<file path="src/rtl/erase_seq_pkg.sv">
// Shared types for the flash erase sequencer.
// Assumes: the state encoding is internal and decoded only by erase_sequencer.
package erase_seq_pkg;
    typedef enum logic [2:0] {
        S_IDLE,
        S_ARMED,
        S_SETUP,
        S_ERASE,
        S_HOLD,
        S_RECOVER
    } seq_state_t;
endpackage

</file>
<file path="src/rtl/erase_seq_decode.sv">
// Bus write decoder: classifies one write as a control-step write, an error-clear
// write or an array-window write. Writes from flash-fetched code are dropped here.
// Assumes: CTRL_ADDR lies outside WIN_LO..WIN_HI.
module erase_seq_decode #(
    parameter int          AW        = 8,
    parameter int          DW        = 8,
    parameter logic [AW-1:0] CTRL_ADDR = 8'h10,
    parameter logic [AW-1:0] WIN_LO    = 8'hC0,
    parameter logic [AW-1:0] WIN_HI    = 8'hFF,
    parameter int          ERASE_BIT = 0,
    parameter int          HV_BIT    = 1,
    parameter int          CLR_BIT   = 7
) (
    input  logic          wr_en,
    input  logic [AW-1:0] wr_addr,
    input  logic [DW-1:0] wr_data,
    input  logic          wr_from_flash,
    input  logic          win_on_flash,
    output logic          ctrl_wr,
    output logic          req_erase,
    output logic          req_hv,
    output logic          clr_err,
    output logic          win_wr
);
    logic accepted;
    logic hit_ctrl;
    logic hit_win;

    // Classify the current write; only RAM or debug-port writes are accepted.
    always_comb begin
        accepted  = wr_en && !wr_from_flash;
        hit_ctrl  = (wr_addr == CTRL_ADDR);
        hit_win   = (wr_addr >= WIN_LO) && (wr_addr <= WIN_HI);
        clr_err   = accepted && hit_ctrl && wr_data[CLR_BIT];
        ctrl_wr   = accepted && hit_ctrl && !wr_data[CLR_BIT];
        req_erase = wr_data[ERASE_BIT];
        req_hv    = wr_data[HV_BIT];
        win_wr    = accepted && hit_win && win_on_flash;
    end
endmodule

</file>
<file path="src/rtl/erase_seq_timer.sv">
// Shared down-counter for all step waits: loaded with (wait - 1) when a step is
// taken, then counts to zero and holds. zero means the wait has expired.
// Assumes: load_val fits in CW bits.
module erase_seq_timer #(
    parameter int CW = 8
) (
    input  logic          clk,
    input  logic          rst_n,
    input  logic          load,
    input  logic [CW-1:0] load_val,
    output logic          zero
);
    logic [CW-1:0] cnt;

    // Load on a step, otherwise count down and saturate at zero.
    always_ff @(posedge clk) begin
        if (!rst_n)
            cnt <= '0;
        else if (load)
            cnt <= load_val;
        else if (cnt != '0)
            cnt <= cnt - 1'b1;
    end

    assign zero = (cnt == '0);

    // The wait measured after each step starts from the loaded value.
    assert_timer_load_R7: assert property (@(posedge clk) disable iff (!rst_n)
        load |=> cnt == $past(load_val));
    // Between steps the counter steps down by exactly one per cycle.
    assert_timer_step_R4: assert property (@(posedge clk) disable iff (!rst_n)
        (!load && cnt != '0) |=> cnt == $past(cnt) - 1'b1);
endmodule

</file>
<file path="src/rtl/erase_sequencer.sv">
// Flash erase sequencer: enforces erase-request, window write, high-voltage on,
// erase-request off, high-voltage off, with a minimum wait after each timed step,
// then a recovery interval before reads. Misorder or early steps abort with a
// sticky error and high voltage forced off.
// Assumes: all wait parameters are at least 1; synchronous active-low reset.
module erase_sequencer
    import erase_seq_pkg::*;
#(
    parameter int            AW        = 8,
    parameter int            DW        = 8,
    parameter logic [AW-1:0] CTRL_ADDR = 8'h10,
    parameter logic [AW-1:0] WIN_LO    = 8'hC0,
    parameter logic [AW-1:0] WIN_HI    = 8'hFF,
    parameter int            T_SETUP   = 10,
    parameter int            T_ERASE   = 200,
    parameter int            T_HOLD    = 5,
    parameter int            T_RCV     = 8
) (
    input  logic          clk,
    input  logic          rst_n,
    input  logic          wr_en,
    input  logic [AW-1:0] wr_addr,
    input  logic [DW-1:0] wr_data,
    input  logic          wr_from_flash,
    input  logic          win_on_flash,
    output logic          hv_en,
    output logic          erase_active,
    output logic          seq_err,
    output logic          read_ready
);
    localparam int TMAX1 = (T_SETUP > T_ERASE) ? T_SETUP : T_ERASE;
    localparam int TMAX2 = (T_HOLD > T_RCV) ? T_HOLD : T_RCV;
    localparam int TMAX  = (TMAX1 > TMAX2) ? TMAX1 : TMAX2;
    localparam int CW    = (TMAX > 1) ? $clog2(TMAX) : 1;
    localparam logic [CW-1:0] LD_SETUP = CW'(T_SETUP - 1);
    localparam logic [CW-1:0] LD_ERASE = CW'(T_ERASE - 1);
    localparam logic [CW-1:0] LD_HOLD  = CW'(T_HOLD - 1);
    localparam logic [CW-1:0] LD_RCV   = CW'(T_RCV - 1);

    seq_state_t    st, st_n;
    logic          err_n;
    logic          ctrl_wr, req_erase, req_hv, clr_err, win_wr;
    logic          tmr_load, tmr_zero, fail;
    logic [CW-1:0] tmr_val;
    logic [1:0]    cur_bits, req_bits;

    erase_seq_decode #(
        .AW(AW), .DW(DW), .CTRL_ADDR(CTRL_ADDR), .WIN_LO(WIN_LO), .WIN_HI(WIN_HI),
        .ERASE_BIT(0), .HV_BIT(1), .CLR_BIT(7)
    ) u_decode (
        .wr_en(wr_en), .wr_addr(wr_addr), .wr_data(wr_data),
        .wr_from_flash(wr_from_flash), .win_on_flash(win_on_flash),
        .ctrl_wr(ctrl_wr), .req_erase(req_erase), .req_hv(req_hv),
        .clr_err(clr_err), .win_wr(win_wr)
    );

    erase_seq_timer #(.CW(CW)) u_timer (
        .clk(clk), .rst_n(rst_n), .load(tmr_load), .load_val(tmr_val), .zero(tmr_zero)
    );

    // Request bits {erase, hv} that the current state stands for.
    always_comb begin
        case (st)
            S_ARMED, S_SETUP: cur_bits = 2'b10;
            S_ERASE:          cur_bits = 2'b11;
            S_HOLD:           cur_bits = 2'b01;
            default:          cur_bits = 2'b00;
        endcase
        req_bits = {req_erase, req_hv};
    end

    // Next-state, timer load and error decision for one cycle.
    always_comb begin
        st_n     = st;
        err_n    = seq_err;
        tmr_load = 1'b0;
        tmr_val  = '0;
        fail     = 1'b0;
        if (clr_err)
            err_n = 1'b0;
        if (st == S_RECOVER && tmr_zero)
            st_n = S_IDLE;
        if (win_wr) begin
            case (st)
                S_ARMED: begin
                    st_n     = S_SETUP;
                    tmr_load = 1'b1;
                    tmr_val  = LD_SETUP;
                end
                S_SETUP, S_ERASE, S_HOLD: fail = 1'b1;
                default: ;
            endcase
        end
        if (ctrl_wr && req_bits != cur_bits) begin
            case (st)
                S_IDLE: begin
                    if (req_bits != 2'b10)
                        fail = 1'b1;
                    else if (!seq_err)
                        st_n = S_ARMED;
                end
                S_SETUP: begin
                    if (req_bits == 2'b11 && tmr_zero) begin
                        st_n     = S_ERASE;
                        tmr_load = 1'b1;
                        tmr_val  = LD_ERASE;
                    end else
                        fail = 1'b1;
                end
                S_ERASE: begin
                    if (req_bits == 2'b01 && tmr_zero) begin
                        st_n     = S_HOLD;
                        tmr_load = 1'b1;
                        tmr_val  = LD_HOLD;
                    end else
                        fail = 1'b1;
                end
                S_HOLD: begin
                    if (req_bits == 2'b00 && tmr_zero) begin
                        st_n     = S_RECOVER;
                        tmr_load = 1'b1;
                        tmr_val  = LD_RCV;
                    end else
                        fail = 1'b1;
                end
                default: fail = 1'b1;
            endcase
        end
        if (fail) begin
            st_n  = S_IDLE;
            err_n = 1'b1;
        end
    end

    // State and sticky error registers.
    always_ff @(posedge clk) begin
        if (!rst_n) begin
            st      <= S_IDLE;
            seq_err <= 1'b0;
        end else begin
            st      <= st_n;
            seq_err <= err_n;
        end
    end

    // Output decode from the state register.
    always_comb begin
        hv_en        = (st == S_ERASE) || (st == S_HOLD);
        erase_active = (st == S_ARMED) || (st == S_SETUP) || (st == S_ERASE);
        read_ready   = (st == S_IDLE);
    end

    // High voltage only turns on once the setup wait has run out.
    assert_hv_after_setup_R4: assert property (@(posedge clk) disable iff (!rst_n)
        $rose(hv_en) |-> $past(tmr_zero));
    // A new error always leaves high voltage and erase off.
    assert_abort_safe_R8: assert property (@(posedge clk) disable iff (!rst_n)
        $rose(seq_err) |-> (!hv_en && !erase_active));
    // The error holds until a clearing write.
    assert_err_sticky_R10: assert property (@(posedge clk) disable iff (!rst_n)
        (seq_err && !clr_err) |=> seq_err);
    // Writes from flash-fetched code change neither state nor error.
    assert_flash_write_ignored_R9: assert property (@(posedge clk) disable iff (!rst_n)
        (wr_en && wr_from_flash && st != S_RECOVER) |=> (st == $past(st) && seq_err == $past(seq_err)));
endmodule

</file>
<file path="config.mk">
export PLATFORM = sky130hd
export DESIGN_NAME = erase_sequencer
export DESIGN_NICKNAME = d
export VERILOG_FILES = /design/src/rtl/erase_seq_pkg.sv /design/src/rtl/erase_seq_decode.sv /design/src/rtl/erase_seq_timer.sv /design/src/rtl/erase_sequencer.sv
export SDC_FILE = /design/constraint.sdc
export NUM_CORES = 1
export LEC_CHECK = 0
export BUFFER_PORTS_ARGS = -buffer_cell sky130_fd_sc_hd__buf_4
export CORE_MARGIN = 2
export CORE_UTILIZATION = 47
export CTS_CLUSTER_SIZE = 28
export DETAILED_ROUTE_END_ITERATION = 6
export PLACE_DENSITY = 0.83
export SYNTH_ARGS = -nofsm -noshare
export SYNTH_HDL_FRONTEND = slang
export SYNTH_SLANG_ARGS = --single-unit
</file>
<file path="constraint.sdc">
create_clock -name clk -period 2 [get_ports clk]
set_clock_uncertainty 0.1 [all_clocks]
set_input_delay 0.3 -clock clk [delete_from_list [all_inputs] [get_ports clk]]
set_output_delay 0.3 -clock clk [all_outputs]
set_load 0.01 [all_outputs]
</file>
==> results.ini, run 1 <==
[synth]
seq_area_frac_synth_pct=23.6
yosysWarnings=0
syn-num-nets=160
synth-main-ff-cell=dfxtp_1
synth_edf_count=0
syn_area_per_cell_um2=7.43
synth.distinct_cells=47
synth_seq_cells=12
async_reset_ff_share_pct=0
yosysTopAreaCell=dfxtp_1
synth.top_cell.area_share_pct=23.6
synthesis.area_mm2=0.00102
yosys-top-cells-area=dfxtp_1 24%, nor2_1 4.1%, nor3_1 3.9%
synthCells=137

[finish]
antennaDiodeCount=0
utilization_pct=79.3
nets=210
drive_above_1_share_pct=44.1
syn_to_final_growth_pct=55.8

[floorplanning]
pin_count=25
core_area_mm2=0.00200
fp.dieW_um=50.6
rows=16
start_util_pct=50.9
die_area_mm2=0.00256
dieHeight_um=50.6

[power]
p_switching_uw=503
p_sw_share_pct=40.4
power_leakage_uw=0.000627
pwr-share-clk_pct=16.2
seqPwrFrac_pct=27.2
comb_power_share_pct=56.6
power_density_mw_per_mm2=785
ir_drop_v=0.00108
p_int_uw=742

[worst_setup_path]
cp-start-kind=flop
critPathKind=flop to flop
worstSetupEndpointType=flop
timing.rr.start=st[0]
required_ps=2110
crit_start=st[0]
endpoint=st[2]
ff2ff_setup_slack_ps=-150
r2r_cells=6
critPathArrivalTime_ps=2260
reg2reg_to=st[2]
cp_max_fo=7

[sta]
maxSlewViolCount=0
layout_min_cycle_time_ps=2150
layout_setup_ws_ps=-152
finalCritPeriodShare_pct=108
fmax_ghz=0.465
setup_viol=8
timing.hold.ws_ps=192
rsz0062_at_grt=yes
worst_slew_pin_slew_ps=387
hold_violations=0
slew_headroom_pct=73.8

[clock_tree]
numCtsBuffers=3
cts_max_level=1
cts.sinks=12
clock_path_buffers=2
cts_tree=done
cts_root_buf=clkbuf_4
clkSlewWorstSetupHoldPaths_ps=80
clk_latency_ps=290

[routing]
drc=3
wl_per_cell_um=17.6
drtIter0Drc=67
viasPerCell=6.41
vias=1366
ant_nets=0
routed_wl_um=3750
dr.pass1.iters=7

[global_route]
grt_use_met3_pct=6.85
track_usage_pct=28.0
grt_max_degree=14
grt_overflow=0
grt_use_met1_pct=37.4
grt_antenna_before_repair=0
use_met2_pct=46.7
grt_pass1_wl_um=5440
grt_pass1_vias=1197
top_usage_layer=met2

[placed_design]
port_buffers=19
place_ws_ps=-194
gp_routability_congestion=0.886
hpwlAfterDp_um=2290

[worst_hold_path]
hold_start=rst_n
hold_path.class=primary input to flop
whs_path_depth=3

[outcome]
violations=DRC, setup timing
status=finished, violations left

[flow_run]
drv_cap=0

-- cells by family after synthesis --
group	synth area share (%)
fa+ha+maj	2.46
flops	23.6
xor+xnor	6.02
compound gates	25.1
mux	1.11
simple gates	35.5
buf+inv	6.27
-- worst min-delay path by stage --
stage / endpoint / slack [ps]
after detailed placement: u_timer.cnt[0] / 440
after CTS: seq_err / 200
after global placement: u_timer.cnt[4] / 430
final: u_timer.cnt[0] / 190
after global routing: u_timer.cnt[0] / 190
after floorplan: seq_err / 320
-- layer usage --
| layer | up-vias | part of all wire [%] |
|---|---|---|
| met5 | - | 0 |
| met1 | 609 | 38 |
| met4 | 0 | 5.6 |
| li1 | 613 | - |
| met2 | 111 | 45 |
| met3 | 33 | 11 |
-- worst max-delay path, stage by stage, from the launching register on --
cell,delay [ps]
dfxtp_4,390
xor2_1,190
a31oi_2,180
o21ai_1,100
a2111o_1,460
or4_1,440
a211oi_2,220
-- flip-flops by register name (all words and copies together) (netlist names) --
name / cells
u_timer.cnt: 8
st: 3
seq_err: 1
-- layout by cell type, fill, tap and decap left out, types with 2 or more instances in the layout --
cell,Yosys,final
a21oi_1,6,6
dfxtp_1,12,9
nand3_1,6,6
o21ai_1,6,3
a211oi_2,0,3
nand2_1,9,9
a21boi_1,2,2
o21a_1,4,4
buf_4,1,50
nor4_1,2,2
xor2_1,3,3
or4_1,2,2
or3_1,4,2
ha_1,2,2
buf_6,1,4
nor4b_1,3,2
dfxtp_4,0,2
nor3_1,8,8
o21ai_2,0,3
nor3b_1,2,2
nor2_1,11,9
nor2_4,0,2
xnor2_1,4,4
o21ai_0,4,4
nand4_1,2,2
and2_1,2,2
clkbuf_4,0,3
or3_4,0,2
o31a_1,2,2
nand3b_1,2,2
inv_1,5,4
-- through the flow --
stage | power, uW | area [um^2] | cells | setup TNS [ps]
final | 1250 | 1590 | 213 | -701
after global routing | 1320 | 1590 | 213 | -1050
after CTS | 1150 | 1450 | 209 | -221
after detailed placement | 940 | 1390 | 204 | -828
after global placement | 919 | 1390 | 204 | -511
after floorplan | 699 | 1040 | 137 | -173
-- repair_timing --
item	in CTS	in global routing
hold buffers	0	0
buffers inserted	1	4
endpoints found under the hold margin	0	0
setup endpoints to repair	9	10
resized for setup	7	21
pin swaps	4	17
-- synth_stat cells (2+ instances only) --
master    count
dfxtp_1      12
nor2_1       11
nand2_1       9
nor3_1        8
a21oi_1       6
clkbuf_1      6
nand3_1       6
o21ai_1       6
inv_1         5
o21a_1        4
o21ai_0       4
or3_1         4
xnor2_1       4
a211oi_1      3
nor4b_1       3
xor2_1        3
a21boi_1      2
a31oi_1       2
and2_1        2
ha_1          2
nand3b_1      2
nand4_1       2
nor2b_1       2
nor3b_1       2
nor4_1        2
o31a_1        2
o41ai_1       2
or4_1         2
-- final cells by class --
class,count,area (um^2)
inverter,5,18.8
multi-input combinational,111,828
timing repair buffer,54,420
clock buffer,4,36.3
fill,119,415
tap,27,33.8
sequential,12,249
-- power by group through the flow --
stage / Clock (uW) / Sequential [uW] / Combinational (uW)
6_report: 202 / 339 / 705
5_1_grt: 216 / 343 / 765
4_1_cts: 202 / 330 / 615
3_5_place_dp: 0 / 338 / 602
3_3_place_gp: 0 / 335 / 584
2_1_floorplan: 0 / 337 / 362
No activity file was read; power rests on OpenSTA's default activity.
==> run 2, diff against run 1 <==
--- a/config.mk
+++ b/config.mk
@@ -6,11 +6,11 @@
 export NUM_CORES = 1
 export LEC_CHECK = 0
 export BUFFER_PORTS_ARGS = -buffer_cell sky130_fd_sc_hd__buf_4
-export CORE_MARGIN = 2
-export CORE_UTILIZATION = 47
+export CORE_MARGIN = 5
+export CORE_UTILIZATION = 52
 export CTS_CLUSTER_SIZE = 28
 export DETAILED_ROUTE_END_ITERATION = 6
-export PLACE_DENSITY = 0.83
+export PLACE_DENSITY = 0.87
 export SYNTH_ARGS = -nofsm -noshare
 export SYNTH_HDL_FRONTEND = slang
 export SYNTH_SLANG_ARGS = --single-unit
==> constraint.sdc (replaced) <==
create_clock -name clk -period 2.36 [get_ports clk]
set_clock_uncertainty 0.1 [all_clocks]
set_input_delay 0.354 -clock clk [delete_from_list [all_inputs] [get_ports clk]]
set_output_delay 0.354 -clock clk [all_outputs]
set_load 0.01 [all_outputs]
==> results.ini, run 2 (synthesis results as in run 1) <==
[outcome]
status=complete, no violations

[floorplanning]
die_area_mm2=0.00294
core_area_mm2=0.00192
start_util_pct=53.0
pin_count=25
dieHeight_um=54.3
fp.dieW_um=54.3
rows=16

[sta]
layout_setup_ws_ps=108
maxSlewViolCount=0
finalCritPeriodShare_pct=95.4
fin_setup_tns_ps=0
slew_headroom_pct=73.9
worst_slew_pin_slew_ps=386
timing.hold.ws_ps=281
layout_min_cycle_time_ps=2250
rsz0062_at_grt=no
fmax_ghz=0.444
setup_viol=0
hold_violations=0

[finish]
antennaDiodeCount=0
final_common_cell=buf_4
ff_latch_area_um2=241
nets=185
n_fill_cell=167
reg.largest.list=u_timer.cnt x8, st x3, seq_err x1
regMostFlops=u_timer.cnt
drive_above_1_share_pct=24.2
largest_reg_flops=8
syn_to_final_growth_pct=25.1
multi_input_area_um2=726
final_cell_mix=29 x buf_4, 11 x nor2_1, 11 x dfxtp_1

[clock_tree]
clk_latency_ps=270
clkSlewWorstSetupHoldPaths_ps=70
cts_tree=done
cts.sinks=12
postCtsSetupRepairBufs=0
numCtsBuffers=3
cts_root_buf=clkbuf_4
cts_max_level=1
clock_path_buffers=2

[power]
pwr-share-clk_pct=17.3
p_switching_uw=350
comb_power_share_pct=50.5
p_sw_share_pct=38.4
power_density_mw_per_mm2=715
seqPwrFrac_pct=32.2
power_leakage_uw=0.000473
p_int_uw=561
p_total_uw=911
ir_drop_v=0.000836

[global_route]
track_usage_pct=20.3
grt_antenna_before_repair=0
grt_max_degree=15
grt_pass1_vias=1104
grt_overflow=0
grt_pass1_wl_um=4530

[flow_run]
drv_cap=0

[routing]
drc=0
wl_per_cell_um=14.5
routed_wl_um=2720
viasPerCell=5.94
vias=1117
dr.pass1.iters=4
ant_nets=0
drtIter0Drc=57

[worst_hold_path]
whs_path_depth=2
min_to=seq_err
hold_start=rst_n
hold_path.class=primary input to flop

[placed_design]
place_ws_ps=104
gp_routability_congestion=0.846
hpwlAfterDp_um=2060
port_buffers=19

[worst_setup_path]
cp-start-kind=flop
reg2reg_to=u_timer.cnt[1]
critPathKind=flop to flop
ff2ff_setup_slack_ps=110
worstSetupEndpointType=flop
required_ps=2460
critPathArrivalTime_ps=2350
r2r_cells=5
cp_max_fo=6
timing.rr.start=st[0]

## run 2: changes by cell type in the layout (fill, tap and decap cells not counted), sizes merged
cell | before | now
buf | 54 | 29
## run 2: power groups by stage
stage               logic [uW]  registers (uW)  clock network (uW)
floorplan                  302             284                   0
global placement           431             291                   0
detailed placement         449             293                   0
CTS                        452             289                 163
global route               511             300                 177
finish                     460             293                 158
## run 2: area by class of cell
type,instances,area share [%]
Multi-Input combinational cell,111,57.0
Timing Repair Buffer,29,17.1
Sequential cell,12,19.0
Tap cell,27,2.65
Clock buffer,4,2.85
Inverter,5,1.47
## run 2: metrics by stage
stage	utilization [%]	cells	cell area, um^2
2_1_floorplan	-	137	1020
3_3_place_gp	63.7	184	1220
3_5_place_dp	63.7	184	1220
4_1_cts	65.6	188	1260
5_1_grt	66.3	188	1270
6_report	66.3	188	1270
## run 2: worst max path at each step
| stage | startpoint | end | cells past startpoint |
|---|---|---|---|
| final | st[0] | u_timer.cnt[1] | 5 |
| after global routing | st[0] | u_timer.cnt[1] | 5 |
| after CTS | st[2] | u_timer.cnt[1] | 5 |
| after detailed placement | u_timer.cnt[0] | st[2] | 8 |
| after global placement | u_timer.cnt[0] | st[2] | 8 |
| after floorplan | st[1] | st[2] | 7 |
## run 2: what timing repair did
action,CTS,global route
hold buffers,0,0
setup endpoints to repair,0,5
gates resized for setup,0,3
## run 2: critical path, stage by stage, from the launching register on
cell	delay (ps)
dfxtp_1	360
or4b_4	560
o22a_1	240
or3_1	370
or3_1	370
a21boi_1	160
## run 2: routing by layer
metal	vias to the layer above	global-route usage, %	part of all wire (%)	routed length, um
li1	560	-	-	-
met1	495	25.5	43	1180
met2	56	33.5	47	1280
met3	6	5.72	8.4	228
met4	0	6.22	0.85	23
met5	-	0	0	0
==> run 3, diff against run 2 <==
--- a/config.mk
+++ b/config.mk
@@ -6,11 +6,14 @@
 export NUM_CORES = 1
 export LEC_CHECK = 0
 export BUFFER_PORTS_ARGS = -buffer_cell sky130_fd_sc_hd__buf_4
+export CELL_PAD_IN_SITES_DETAIL_PLACEMENT = 2
+export CELL_PAD_IN_SITES_GLOBAL_PLACEMENT = 2
 export CORE_MARGIN = 5
-export CORE_UTILIZATION = 52
+export CORE_UTILIZATION = 30
 export CTS_CLUSTER_SIZE = 28
 export DETAILED_ROUTE_END_ITERATION = 6
 export PLACE_DENSITY = 0.87
 export SYNTH_ARGS = -nofsm -noshare
 export SYNTH_HDL_FRONTEND = slang
+export SYNTH_HIERARCHICAL = 1
 export SYNTH_SLANG_ARGS = --single-unit
==> results.ini, run 3 <==
[sta]
fmax_ghz=0.440
finalCritPeriodShare_pct=96.3
maxSlewViolCount=0
hold_violations=0
worst_slew_pin_slew_ps=510
setup_viol=0
slew_headroom_pct=65.9
timing.hold.ws_ps=339
layout_min_cycle_time_ps=2270

[power]
p_total_uw=1120
power_leakage_uw=0.000547
power_density_mw_per_mm2=768
ir_drop_v=0.000256

[synth]
synthTopCellsByCount=15 x nand2_1, 12 x dfxtp_1, 10 x inv_1, 10 x nand3_1, 9 x nor2_1
synth_compound_area_share_pct=26.1
synth_edf_count=0
synth_top_family_by_area=simple AND/OR/NAND/NOR gates
yosysWarnings=6
synth_seq_cells=12
synthCells=150
syn_area_per_cell_um2=7.61
synth.distinct_cells=55
synthesis.area_mm2=0.00114
yosys-top-cells-area=dfxtp_1 21%, nand2_1 4.9%, nand3_1 4.4%
synth.most_common_cell=nand2_1
yosysTopAreaCell=dfxtp_1
synth.top_cell.area_share_pct=21.1
async_reset_ff_share_pct=0
muxShareOfSynthArea_pct=1.75
synth_xor_area_share_pct=3.84
synthSimpleGateAreaFrac_pct=34.1
seq_area_frac_synth_pct=21.1
synth_fa_ha_area_share_pct=1.10
synth-main-ff-cell=dfxtp_1

[finish]
n_fill_cell=442
final_common_cell=buf_4
syn_to_final_growth_pct=28.1
nets=199
regMostFlops=u_timer/cnt
ff_latch_area_um2=240
final_cell_mix=34 x buf_4, 15 x nand2_1, 12 x dfxtp_1
multi_input_area_um2=813
antennaDiodeCount=0
largest_reg_flops=8
reg.largest.list=u_timer/cnt x8, st x3, seq_err x1
layout.cells.non_filler=224
drive_above_1_share_pct=31.8

[floorplanning]
pin_count=25
fp.dieW_um=71.7
dieHeight_um=71.7
start_util_pct=31.2
die_area_mm2=0.00514
rows=22
core_area_mm2=0.00366

[worst_setup_path]
ff2ff_setup_slack_ps=130
timing.rr.start=u_timer/cnt[3]
r2r_cells=7
reg2reg_to=st[0]
critPathKind=primary input to flop
cp-start-kind=primary input
cp_max_fo=4
required_ps=2440
worstSetupEndpointType=flop
critPathArrivalTime_ps=2350

[clock_tree]
cts_resized=0
cts.sinks=12
cts_hold_buf=0
clk_latency_ps=240
cts_tree=done
clkSlewWorstSetupHoldPaths_ps=60
postCtsSetupRepairBufs=0
cts_root_buf=clkbuf_8
clock_path_buffers=2
numCtsBuffers=3
cts_max_level=1

[worst_hold_path]
min_to=seq_err
hold_start=rst_n
hold_path.class=primary input to flop
whs_path_depth=2

[routing]
viasPerCell=5.45
dr.pass1.iters=4
drc=0
vias=1220
routed_wl_um=4020
ant_nets=0
wl_per_cell_um=18.0
drtIter0Drc=29

[placed_design]
placed_cells=220
hpwlAfterDp_um=3120
gp_routability_congestion=0.804
port_buffers=19

[global_route]
grt_overflow=0
track_usage_pct=16.2
grt_pass1_vias=1343
grt_pass1_wl_um=6780
grt_antenna_before_repair=0
grt_max_degree=16

[flow_run]
drv_cap=0

[outcome]
status=complete, no violations

[run 3: critical path, stage by stage]
cell and delay (ps):
buf_4 110, or4_4 550, nor4_4 320, nand2b_1 110, a221oi_2 200, a32oi_2 160, or3_4 420, a21oi_2 110
[run 3: per-stage QoR]
step | instance area, um^2 | setup WS [ps] | utilization (%) | setup TNS, ps
after global routing | 1460 | -63.3 | 39.9 | -106
after CTS | 1440 | 65.3 | 39.3 | 0
final | 1460 | 88.2 | 39.9 | 0
after floorplan | 1160 | 27.1 | - | 0
after detailed placement | 1380 | -146 | 37.8 | -1010
after global placement | 1380 | -104 | 37.8 | -360
[run 3: where the power goes]
group	switching, uW	internal (uW)
Sequential	64.4	260
Combinational	278	288
Clock	83.9	148
Total	427	695
[run 3: worst max path at each step]
stage                        start              to  slack, ps  cells past startpoint
CTS                     wr_addr[3]           st[2]         70                      8
global placement        wr_addr[3]           st[2]       -100                      8
floorplan               wr_addr[3]  u_timer/cnt[1]         30                      7
detailed placement      wr_addr[3]           st[2]       -150                      8
global route        u_timer/cnt[3]           st[0]        -60                      7
finish                  wr_addr[3]           st[2]         90                      8
[run 3: layout make-up]
| type | instances | area share (%) |
|---|---|---|
| repair buffers | 34 | 17.5 |
| inverters | 10 | 2.57 |
| multi-input cells | 116 | 55.7 |
| well taps | 48 | 4.11 |
| clock buffers | 4 | 3.77 |
| flip-flops and latches | 12 | 16.4 |
[run 3: kinds of logic after synthesis]
kind of cell	count (synthesis)
flip-flops	12
XOR/XNOR	5
other	1
adder cells (fa/ha/maj)	1
AND/OR/NAND/NOR	66
AO/OA/AOI/OAI	40
buffers and inverters	23
multiplexers	2
[run 3: layer usage]
layer | vias up | wire length (um) | GRT usage (%)
met3 | 8 | 102 | 2.66
met2 | 20 | 2160 | 30.0
li1 | 599 | - | -
met1 | 593 | 1700 | 19.9
met5 | - | 0 | 0
met4 | 0 | 61 | 2.51
